[src/rtl/tmr8_pkg.sv]
package tmr8_pkg;

  typedef enum logic [1:0] {
    K_PLAIN   = 2'd0,
    K_CTC     = 2'd1,
    K_PWM_FIX = 2'd2,
    K_PWM_VAR = 2'd3
  } kind_e;

  localparam logic [1:0] OM_OFF  = 2'd0;
  localparam logic [1:0] OM_TOG  = 2'd1;
  localparam logic [1:0] OM_LOW  = 2'd2;
  localparam logic [1:0] OM_HIGH = 2'd3;

  function automatic kind_e decode_mode(input logic [2:0] m);
    case (m)
      3'd2:    return K_CTC;
      3'd3:    return K_PWM_FIX;
      3'd7:    return K_PWM_VAR;
      default: return K_PLAIN;
    endcase
  endfunction

endpackage

[src/rtl/tmr8_prescaler.sv]
module tmr8_prescaler #(
  parameter int DIV_W = 10
) (
  input  logic       clk,
  input  logic       rst_n,
  input  logic [2:0] sel,
  output logic       tick
);

  localparam int NSEL = 8;

  logic [DIV_W-1:0] div_q, div_d;
  logic [NSEL-1:0]  tick_vec;

  function automatic int tap_width(input int s);
    case (s)
      2:       return 3;
      3:       return 5;
      4:       return 6;
      5:       return 7;
      6:       return 8;
      7:       return DIV_W;
      default: return 0;
    endcase
  endfunction

  assign tick_vec[0] = 1'b0;

  genvar gi;
  generate
    for (gi = 1; gi < NSEL; gi++) begin : g_tap
      localparam logic [DIV_W-1:0] MASK = {DIV_W{1'b1}} >> (DIV_W - tap_width(gi));
      assign tick_vec[gi] = ((div_q & MASK) == MASK);
    end
  endgenerate

  always_comb begin
    div_d = div_q + DIV_W'(1);
    tick  = tick_vec[sel];
  end

  always_ff @(posedge clk or negedge rst_n) begin
    if (!rst_n) div_q <= '0;
    else        div_q <= div_d;
  end

endmodule

[src/rtl/tmr8_counter.sv]
module tmr8_counter
  import tmr8_pkg::*;
#(
  parameter int CNT_W = 8
) (
  input  logic             clk,
  input  logic             rst_n,
  input  logic             tick,
  input  kind_e            kind,
  input  logic             wr_en,
  input  logic [CNT_W-1:0] wr_data,
  output logic [CNT_W-1:0] cnt_q,
  output logic [CNT_W-1:0] act_q,
  output logic             ev_match,
  output logic             ev_top,
  output logic             ev_ovf
);

  localparam logic [CNT_W-1:0] MAXV = {CNT_W{1'b1}};

  logic [CNT_W-1:0] cnt_d, act_d, shd_q, shd_d, top;
  logic             pwm;

  always_comb begin
    pwm      = (kind == K_PWM_FIX) || (kind == K_PWM_VAR);
    top      = ((kind == K_CTC) || (kind == K_PWM_VAR)) ? act_q : MAXV;
    ev_match = tick && (cnt_q == act_q);
    ev_top   = tick && (cnt_q == top);
    ev_ovf   = tick && (cnt_q == MAXV);

    cnt_d = cnt_q;
    if (tick) cnt_d = ev_top ? '0 : cnt_q + CNT_W'(1);

    shd_d = wr_en ? wr_data : shd_q;
    act_d = act_q;
    if (pwm) begin
      if (ev_top) act_d = shd_q;
    end else if (wr_en) begin
      act_d = wr_data;
    end
  end

  always_ff @(posedge clk or negedge rst_n) begin
    if (!rst_n) begin
      cnt_q <= '0;
      act_q <= '0;
      shd_q <= '0;
    end else begin
      cnt_q <= cnt_d;
      act_q <= act_d;
      shd_q <= shd_d;
    end
  end

endmodule

[src/rtl/tmr8_wave.sv]
module tmr8_wave
  import tmr8_pkg::*;
(
  input  logic       clk,
  input  logic       rst_n,
  input  kind_e      kind,
  input  logic [1:0] om,
  input  logic       ev_match,
  input  logic       ev_top,
  output logic       wave_q
);

  logic wave_d;

  always_comb begin
    wave_d = wave_q;
    case (kind)
      K_CTC: begin
        if (ev_match) begin
          case (om)
            OM_TOG:  wave_d = !wave_q;
            OM_LOW:  wave_d = 1'b0;
            OM_HIGH: wave_d = 1'b1;
            default: wave_d = wave_q;
          endcase
        end
      end
      K_PWM_FIX, K_PWM_VAR: begin
        if (om == OM_LOW) begin
          if (ev_top)        wave_d = 1'b1;
          else if (ev_match) wave_d = 1'b0;
        end else if (om == OM_HIGH) begin
          if (ev_top)        wave_d = 1'b0;
          else if (ev_match) wave_d = 1'b1;
        end
      end
      default: wave_d = wave_q;
    endcase
  end

  always_ff @(posedge clk or negedge rst_n) begin
    if (!rst_n) wave_q <= 1'b0;
    else        wave_q <= wave_d;
  end

endmodule

[src/rtl/tmr8_flags.sv]
module tmr8_flags #(
  parameter int NFLAG = 2
) (
  input  logic             clk,
  input  logic             rst_n,
  input  logic [NFLAG-1:0] set_ev,
  input  logic [NFLAG-1:0] clr,
  output logic [NFLAG-1:0] flag_q
);

  logic [NFLAG-1:0] flag_d;

  genvar gi;
  generate
    for (gi = 0; gi < NFLAG; gi++) begin : g_flag
      always_comb flag_d[gi] = set_ev[gi] | (flag_q[gi] & ~clr[gi]);
    end
  endgenerate

  always_ff @(posedge clk or negedge rst_n) begin
    if (!rst_n) flag_q <= '0;
    else        flag_q <= flag_d;
  end

endmodule

[src/rtl/tmr8_timer.sv]
module tmr8_timer
  import tmr8_pkg::*;
#(
  parameter int CNT_W = 8,
  parameter int DIV_W = 10
) (
  input  logic             clk,
  input  logic             rst_n,
  input  logic [2:0]       mode_sel,
  input  logic [2:0]       clk_sel,
  input  logic [1:0]       out_mode,
  input  logic             cmp_wr_en,
  input  logic [CNT_W-1:0] cmp_wr_data,
  input  logic [1:0]       flag_clr,
  output logic [CNT_W-1:0] cnt_o,
  output logic             wave_o,
  output logic             match_flag_o,
  output logic             ovf_flag_o
);

  localparam int NFLAG = 2;

  kind_e            kind;
  logic             tick;
  logic [CNT_W-1:0] cmp_act;
  logic             ev_match, ev_top, ev_ovf;
  logic [NFLAG-1:0] flags;

  assign kind = decode_mode(mode_sel);

  tmr8_prescaler #(.DIV_W(DIV_W)) u_div (
    .clk   (clk),
    .rst_n (rst_n),
    .sel   (clk_sel),
    .tick  (tick)
  );

  tmr8_counter #(.CNT_W(CNT_W)) u_cnt (
    .clk      (clk),
    .rst_n    (rst_n),
    .tick     (tick),
    .kind     (kind),
    .wr_en    (cmp_wr_en),
    .wr_data  (cmp_wr_data),
    .cnt_q    (cnt_o),
    .act_q    (cmp_act),
    .ev_match (ev_match),
    .ev_top   (ev_top),
    .ev_ovf   (ev_ovf)
  );

  tmr8_wave u_wave (
    .clk      (clk),
    .rst_n    (rst_n),
    .kind     (kind),
    .om       (out_mode),
    .ev_match (ev_match),
    .ev_top   (ev_top),
    .wave_q   (wave_o)
  );

  tmr8_flags #(.NFLAG(NFLAG)) u_flags (
    .clk    (clk),
    .rst_n  (rst_n),
    .set_ev ({ev_ovf, ev_match}),
    .clr    (flag_clr),
    .flag_q (flags)
  );

  assign match_flag_o = flags[0];
  assign ovf_flag_o   = flags[1];

endmodule

[config.mk]
export PLATFORM = sky130hd
export DESIGN_NAME = tmr8_timer
export DESIGN_NICKNAME = d
export VERILOG_FILES = /design/src/rtl/tmr8_pkg.sv /design/src/rtl/tmr8_prescaler.sv /design/src/rtl/tmr8_counter.sv /design/src/rtl/tmr8_wave.sv /design/src/rtl/tmr8_flags.sv /design/src/rtl/tmr8_timer.sv
export SDC_FILE = /design/constraint.sdc
export NUM_CORES = 1
export LEC_CHECK = 0
export ABC_AREA = 1
export BUFFER_PORTS_ARGS = -buffer_cell sky130_fd_sc_hd__buf_2
export CAP_MARGIN = 30
export CORE_MARGIN = 4
export CORE_UTILIZATION = 50
export CTS_BUF_LIST = sky130_fd_sc_hd__clkbuf_8
export CTS_CLUSTER_DIAMETER = 150
export CTS_CLUSTER_SIZE = 14
export DETAILED_ROUTE_END_ITERATION = 8
export PLACE_DENSITY_LB_ADDON = 0.25
export SLEW_MARGIN = 5
export SYNTH_ARGS = -nofsm -noshare
export SYNTH_HDL_FRONTEND = slang
export SYNTH_SLANG_ARGS = --single-unit
[constraint.sdc]
create_clock -name clk -period 1.7 [get_ports clk]
set_input_delay 0.085 -clock clk [delete_from_list [all_inputs] [get_ports clk]]
set_output_delay 0.085 -clock clk [all_outputs]
set_load 0.01 [all_outputs]
==> results by group, run 1 <==
Placed design
  – DP Wirelength: 3310 um
  – # port buffers: 31
  – Final Wtd Congestion: 0.844
  – Placed cells: about 380
  – Pre-CTS WS: -0.147 ns

Hold path
  – Worst hold start: cmp_wr_data[5]
  – Hold Path Class: primary input to flip-flop

Critical path
  – Crit path from: u_cnt.cnt_q[1]
  – Critical Path Source Type: flip-flop
  – FF-to-FF Start: u_cnt.cnt_q[1]
  – R2r worst-path depth: 11
  – Worst-path maximum fanout: 6
  – Kind of critical path: flip-flop to flip-flop
  – CP required: 1.89 ns
  – CP Capture Type: flip-flop
  – FF-to-FF End: u_wave.wave_q
  – Reg2Reg Setup Slack: -0.06 ns
  – Critical Path AT: 1.95 ns
  – Setup crit end: u_wave.wave_q

Clocking
  – Clock tree buffer depth: 2
  – Num CTS Buffers: 5
  – H-tree depth: 2
  – Worst-Skew Late Latency: 0.29 ns
  – CTS tree: done
  – CTS root buffer: clkbuf_8
  – Clock sinks: 37
  – Clock Pin Slew Worst Setup and Hold Paths: roughly 0.08 ns

Synth
  – Register area share after synthesis: 0.437
  – Mapped cell area: 2120 um2
  – Distinct cells, synth: 31
  – Syn avg cell area: 7.38 um2
  – Synthesized Nets: around 310
  – Synth Warn #: 0
  – Syn Inst Count: 287
  – #FFs+latches synth: 37

STA
  – Final setup vio count: 12
  – RSZ-0062 raised after global routing: yes
  – Worst Skew: 0.0107 ns
  – Tcrit/Tclk final: 1.04
  – Final min period: about 1.8 ns
  – Slew @ Worst Pin: a little over 0.8 ns
  – Final number of hold-violating endpoints: 0
  – F_max: between 0.5 and 0.6 GHz
  – Slew headroom: 0.459
  – Max Slew Vio Count: 0
  – Hold slack: 0.0106 ns
  – Worst setup margin: -0.0600 ns

Cells and area
  – Antenna Cells: 0
  – Synth-to-Final Area Change: 30.7%
  – Nets: around 370
  – Layout Cells excl Fill: 392
  – Layout cells sized above 1: 0.316

Floorplanning
  – Die Ht: 73.1 um
  – Io pins: 32
  – Initial Util: 0.522
  – Rows: 23
  – CORE AREA: ~4100 um2
  – Die width: 73.1 um
  – Full die area: 5340 um2

Outcome
  – Status: complete, but fails checks
  – Failing checks: setup timing

Detailed routing
  – Starting DRT DRC Count: approximately 180
  – DRT Pass-1 Iters: 4
  – Routed wire length: 4920 um
  – WL/cell: 12.5 um
  – Post-route ant nets: 0
  – Vias: 1975
  – Drc violations: 0
  – Vias per cell: roughly 5

Pwr
  – Max IR drop VDD: 0.510 mV
  – Static Leak: 1.42 nW
  – P per Cell Area: 985 nW/um2

Global routing
  – Vias in the first global route: ~1900
  – Antenna violations before repair: 0
  – Largest net degree at the start of global routing: 38
  – First-pass GRT wire length: between 8000 and 9000 um
  – Global Route Usage Sum: 0.194
  – Total gr overflow: 0

Job
  – Maxcap violations: 0
## critical path: stages (launching register included)
cell	delay, ns
dfrtp_2	0.43
inv_1	0.10
nor3_2	0.21
nand2_1	0.08
nand2_1	0.08
nand2_1	0.09
nor2_4	0.20
nand3_4	0.18
nand2_2	0.09
nand2_1	0.05
nor2_1	0.10
nor2_1	0.04
## synth_stat cells (all sizes together)
cell type  count  area, um2
inv           43        161
a21oi          5       25.0
o21ai         43        234
nor3b          1       7.51
buf            2       16.3
clkbuf         3       11.3
xor2           3       26.3
dfrtp         37        926
nor3           4       25.0
nand4          6       37.5
clkinv         1       3.75
ha             4       50.1
o32ai          1       8.76
a31oi          1       6.26
xnor2          3       26.3
nand3b         1       7.51
nor2          25        104
nand2         83        329
nand3         20        105
o22ai          1       6.26
## worst min-delay path by stage
stage                                 to  slack, ns  cells past startpoint
after CTS                 u_cnt.shd_q[5]      0.007                      3
after detailed placement  u_div.div_q[9]       0.23                      1
after global routing      u_cnt.shd_q[0]       0.02                      3
after global placement    u_div.div_q[7]       0.22                      1
after floorplan           u_cnt.act_q[0]      -0.21                      0
final                     u_cnt.shd_q[5]       0.01                      3
## cell families (layout without fill, tap and decap cells)
family,after synthesis,in the layout,share of synthesized area
buffers and inverters,49,102,0.0910
adder cells (fa/ha/maj),4,4,0.0236
AND/OR/NAND/NOR,140,142,0.291
AO/OA/AOI/OAI,51,51,0.132
flip-flops,37,37,0.437
XOR/XNOR,6,6,0.0248
## final cells by class
| cell class | instances | area, um2 |
|---|---|---|
| clock buffers | 6 | 82.6 |
| clock inverters | 1 | 3.75 |
| fillers | 320 | 1290 |
| inverters | 44 | 165 |
| multi-input cells | 203 | 1200 |
| flip-flops and latches | 37 | 935 |
| well taps | 50 | 62.6 |
| repair buffers | 51 | 317 |
## stage by stage
stage / power [mW] / area [um2] / util / TNS [ns]
after CTS: 2.64 / 2580 / 0.635 / -0.000342
after global routing: 2.94 / 2770 / 0.682 / -1.95
after global placement: 1.97 / 2400 / 0.591 / -0.338
after detailed placement: 1.99 / 2400 / 0.591 / -0.945
after floorplan: 1.67 / 2130 / - / 0
final: 2.73 / 2770 / 0.682 / -0.450
## per-layer routing
metal	routed length, um	up-vias	global-route usage
li1	-	1028	-
met1	2300	891	0.260
met2	2270	48	0.298
met4	80	0	0.0738
met3	264	8	0.0523
met5	0	-	0
## what timing repair did
| item | 4_1_cts | 5_1_grt |
|---|---|---|
| resized for setup | 11 | 44 |
| gates cloned | 2 | 0 |
| pin swaps | 3 | 17 |
| hold endpoints to repair | 39 | 0 |
| hold buffers | 3 | 0 |
| setup endpoints to repair | 15 | 19 |
| setup buffers | 1 | 4 |
## registers in the layout, summed over array words and instances, names as in the netlist
name / count
u_wave.wave_q: 1
u_flags.flag_q: 2
u_cnt.act_q: 8
u_div.div_q: 10
u_cnt.cnt_q: 8
u_cnt.shd_q: 8
## power by group
| group | internal, mW | switching (mW) |
|---|---|---|
| sequential | 1.02 | 0.176 |
| combinational | 0.364 | 0.552 |
| clock | 0.316 | 0.302 |
| total | 1.70 | 1.03 |
## cell usage in the layout, fill, tap and decap left out, types with 6 or more instances in the layout
cell / n
buf_2: 31
buf_4: 16
clkbuf_8: 6
dfrtp_1: 30
dfrtp_2: 7
inv_1: 39
nand2_1: 68
nand2_2: 7
nand2_4: 8
nand3_1: 16
nand4_1: 6
nor2_1: 19
o21ai_0: 28
o21ai_1: 7
o21ai_2: 7
No activity file was read; power rests on OpenSTA's default activity.
==> run 2: changes to the inputs <==
--- a/config.mk
+++ b/config.mk
@@ -5,7 +5,6 @@
 export SDC_FILE = /design/constraint.sdc
 export NUM_CORES = 1
 export LEC_CHECK = 0
-export ABC_AREA = 1
 export BUFFER_PORTS_ARGS = -buffer_cell sky130_fd_sc_hd__buf_2
 export CAP_MARGIN = 30
 export CORE_MARGIN = 4
==> constraint.sdc (replaced) <==
create_clock -name clk -period 1.6 [get_ports clk]
set_input_delay 0.08 -clock clk [delete_from_list [all_inputs] [get_ports clk]]
set_output_delay 0.08 -clock clk [all_outputs]
set_load 0.01 [all_outputs]
==> run 2 against run 1 <==
The run still ends with setup timing left. Non-clock buffer count is 41 higher. Cell count is 18% lower. Flip-flop and latch count stayed put. Hold slack better by 0.022 ns. Combinational power is 7.1% lower. Largest cell class unchanged. Largest power group unchanged.
==> results by group, run 2 <==
Floorplanning
  – CORE AREA: 3630 um2 (-10%)
  – Die width: 69.3 um (-5.2%)
  – Rows: 22 (-4.3%)
  – Full die area: 4800 um2 (-10%)
  – Io pins: 32 (unchanged)
  – Die Ht: 69.3 um (-5.2%)
  – Initial Util: 0.517 (-0.00452)

STA
  – Final min period: 2.44 ns (+0.677 ns)
  – RSZ-0062 raised after global routing: yes
  – F_max: 0.410 GHz (-28%)
  – Max Slew Vio Count: 0 (unchanged)
  – Tcrit/Tclk final: 1.52 (+0.488)
  – Slew headroom: 0.665 (+0.207)
  – Final setup vio count: 19 (+7)
  – Worst setup margin: -0.837 ns (-0.777 ns)
  – Final number of hold-violating endpoints: 0 (unchanged)
  – Worst Skew: 0.0115 ns (+0.000733 ns)
  – Slew @ Worst Pin: 0.501 ns (-0.311 ns)
  – Setup tns final: -11.75 ns (-11.30 ns)

Global routing
  – Total gr overflow: 0 (unchanged)
  – Global Route Usage Sum: 0.208 (+0.0144)
  – First-pass GRT wire length: 8130 um (+0.52%)
  – Vias in the first global route: 1819 (-3.7%)
  – Antenna violations before repair: 0 (unchanged)
  – Largest net degree at the start of global routing: 38 (unchanged)

Cells and area
  – Most frequent cells in the layout: 48 x buf_4, 36 x dfrtp_1, 31 x buf_2
  – Filler cells: 227 (-29%)
  – Nets: 297 (-19%)
  – Antenna Cells: 0 (unchanged)
  – Synth-to-Final Area Change: 52.7%
  – Layout cells sized above 1: 0.498 (+0.182)
  – Design area: 2870 um2 (+3.7%)
  – Most common cell after layout, fill and taps aside: buf_4
  – Number of flip-flops in the largest register: 10 (unchanged)
  – Reg with most FFs: u_div.div_q

Critical path
  – Worst-path maximum fanout: 8 (+2)
  – CP max-delay cell: or3b_4
  – FF-to-FF End: u_cnt.act_q[1]
  – CP Capture Type: flip-flop
  – Critical Path Source Type: flip-flop
  – Worst path max stage delay: 0.42 ns (about the same)
  – Crit path from: u_div.div_q[0]
  – FF-to-FF Start: u_div.div_q[0]
  – Kind of critical path: flip-flop to flip-flop
  – Crit path top cell by count: ha_4
  – R2r worst-path depth: 11 (unchanged)
  – CP Cell Sequence: ha_4 > and3_4 > ha_4 > inv_2 > a311oi_2 > a41o_1 > nand2_2 > or3b_4 > buf_4 > o22ai_2 > a31oi_1
  – Critical Path AT: 2.60 ns (+0.65 ns)
  – Reg2Reg Setup Slack: -0.84 ns (-0.78 ns)
  – CP required: 1.76 ns (-0.13 ns)

Detailed routing
  – Starting DRT DRC Count: 196 (+10%)
  – Routed wire length: 5750 um (+17%)
  – Drc violations: 0 (unchanged)
  – Post-route ant nets: 0 (unchanged)
  – Vias: 1837 (-7.0%)
  – WL/cell: 17.9 um (+43%)
  – Vias per cell: 5.72 (+14%)
  – DRT Pass-1 Iters: 4 (unchanged)

Synth
  – Post-synth top cells: 37 x dfrtp_1, 16 x inv_1, 13 x nand2_1
  – Yosys top cell area share: 0.493 (+0.0553)
  – Adder-cell area share of the yosys netlist: 0.0266 (+0.00299)
  – Async S/R FF share, synth: 1.00 (unchanged)
  – Cell taking the most area after synthesis: dfrtp_1
  – Synthesized Nets: 203 (-35%)
  – Distinct cells, synth: 40 (+29%)
  – Main synth FF type: dfrtp_1
  – Syn avg cell area: 10.6 um2 (+43%)
  – Main combinational cell family by area after synthesis: compound AO/OA/AOI/OAI gates
  – Synth Warn #: 0 (unchanged)
  – XOR/XNOR share of the synthesized area: 0.0326 (+0.00780)
  – Simple-gate share of the synthesized area: 0.138 (-0.153)
  – Syn Inst Count: 178 (-38%)
  – Complex-gate fraction of the synthesized area: 0.194 (+0.0614)
  – Synth top area cells: dfrtp_1 49%, mux2_2 5.4%, inv_1 3.2%
  – Register area share after synthesis: 0.493 (+0.0553)
  – Post-synthesis mux area share: 0.0699 (+0.0699)
  – EDFF count, synth: 0 (unchanged)
  – Mapped cell area: 1880 um2 (-11%)
  – Most common cell in the netlist: dfrtp_1
  – #FFs+latches synth: 37 (unchanged)

Pwr
  – Max IR drop VDD: 0.765 mV (+50%)
  – Static Leak: 1.36 nW (-4.4%)
  – P per Cell Area: 987 nW/um2 (+0.13%)
  – Tot Pwr: 2.83 mW (+3.8%)

Hold path
  – Hold path depth: 2 (-1)
  – Hold Crit Endpoint: u_cnt.shd_q[3]
  – Hold Path Class: primary input to flip-flop
  – Worst hold start: cmp_wr_data[3]

Placed design
  – Final Wtd Congestion: 0.836 (-0.90%)
  – Placed Instance Area: 2440 um2 (+1.7%)
  – # port buffers: 31 (unchanged)
  – DP Wirelength: 3440 um (+3.8%)

Outcome
  – Status: complete, but fails checks
  – Failing checks: setup timing

Job
  – Maxcap violations: 0 (unchanged)

Clocking
  – CTS root buffer: clkbuf_8
  – Worst-Skew Late Latency: 0.30 ns (about the same)
  – Clock tree buffer depth: 2 (unchanged)
  – Clock sinks: 37 (unchanged)
  – CTS tree: done
  – Clock Pin Slew Worst Setup and Hold Paths: 0.08 ns (about the same)
  – H-tree depth: 2 (unchanged)
  – Num CTS Buffers: 5 (unchanged)
[run 2: worst max-delay path by stage]
stage / to / cells after the start
floorplan: u_wave.wave_q / 11
global placement: u_cnt.act_q[0] / 11
detailed placement: u_cnt.act_q[3] / 11
CTS: u_cnt.act_q[3] / 11
global route: u_wave.wave_q / 10
finish: u_cnt.act_q[1] / 11
[run 2: routing by layer]
layer | global-route usage | share of wire | vias up
met1 | 0.248 | 0.40 | 919
met4 | 0.0868 | 0.016 | 0
met2 | 0.360 | 0.52 | 75
met5 | 0 | 0 | -
met3 | 0.0478 | 0.058 | 11
li1 | - | - | 832
[run 2: final cells by class]
cell class,count,area [um2],area share
clock buffer,5,68.8,0.0240
clock inverter,3,42.5,0.0148
inverter,16,60.1,0.0209
multi-input combinational,120,1050,0.367
sequential,37,927,0.323
tap,48,60.1,0.0209
timing repair buffer,92,658,0.229
[run 2: where the power goes]
group          leakage, nW  internal [mW]  switching [mW]
logic                0.861          0.455           0.396
clock network       0.0595          0.462           0.370
registers            0.435           1.04           0.113
total                 1.36           1.95           0.879
[run 2: logic make-up after synthesis]
| kind of cell | after synthesis |
|---|---|
| buffers and inverters | 21 |
| adders and majority gates | 4 |
| DFF | 37 |
| and+or+nand+nor | 49 |
| xor gates and xnor gates | 7 |
| muxes | 12 |
| AOI/OAI and AO/OA | 48 |
[run 2: metrics by stage]
step / std cells / worst slack (ns) / utilization / hold WS [ns]
finish: 321 / -0.837 / 0.790 / 0.0329
global route: 321 / -0.938 / 0.790 / 0.0351
CTS: 317 / -0.700 / 0.750 / 0.0298
detailed placement: 301 / -0.743 / 0.672 / 0.149
global placement: 301 / -0.640 / 0.672 / 0.140
floorplan: 178 / -0.749 / - / -0.216
[run 2: what timing repair did]
item	CTS	global route
pin swaps	8	14
hold endpoints to repair	39	0
hold buffers	3	0
gates resized for setup	25	22
buffers inserted	5	7
endpoints found under the setup margin	19	19
[run 2: worst max-delay path, delay by kind of cell (launching register included)]
kind | cells | cell delay [ns]
AO/OA/AOI/OAI | 4 | 0.69
buffers and inverters | 2 | 0.21
flip-flops | 1 | 0.41
adder cells (fa/ha/maj) | 2 | 0.29
AND/OR/NAND/NOR | 3 | 0.68
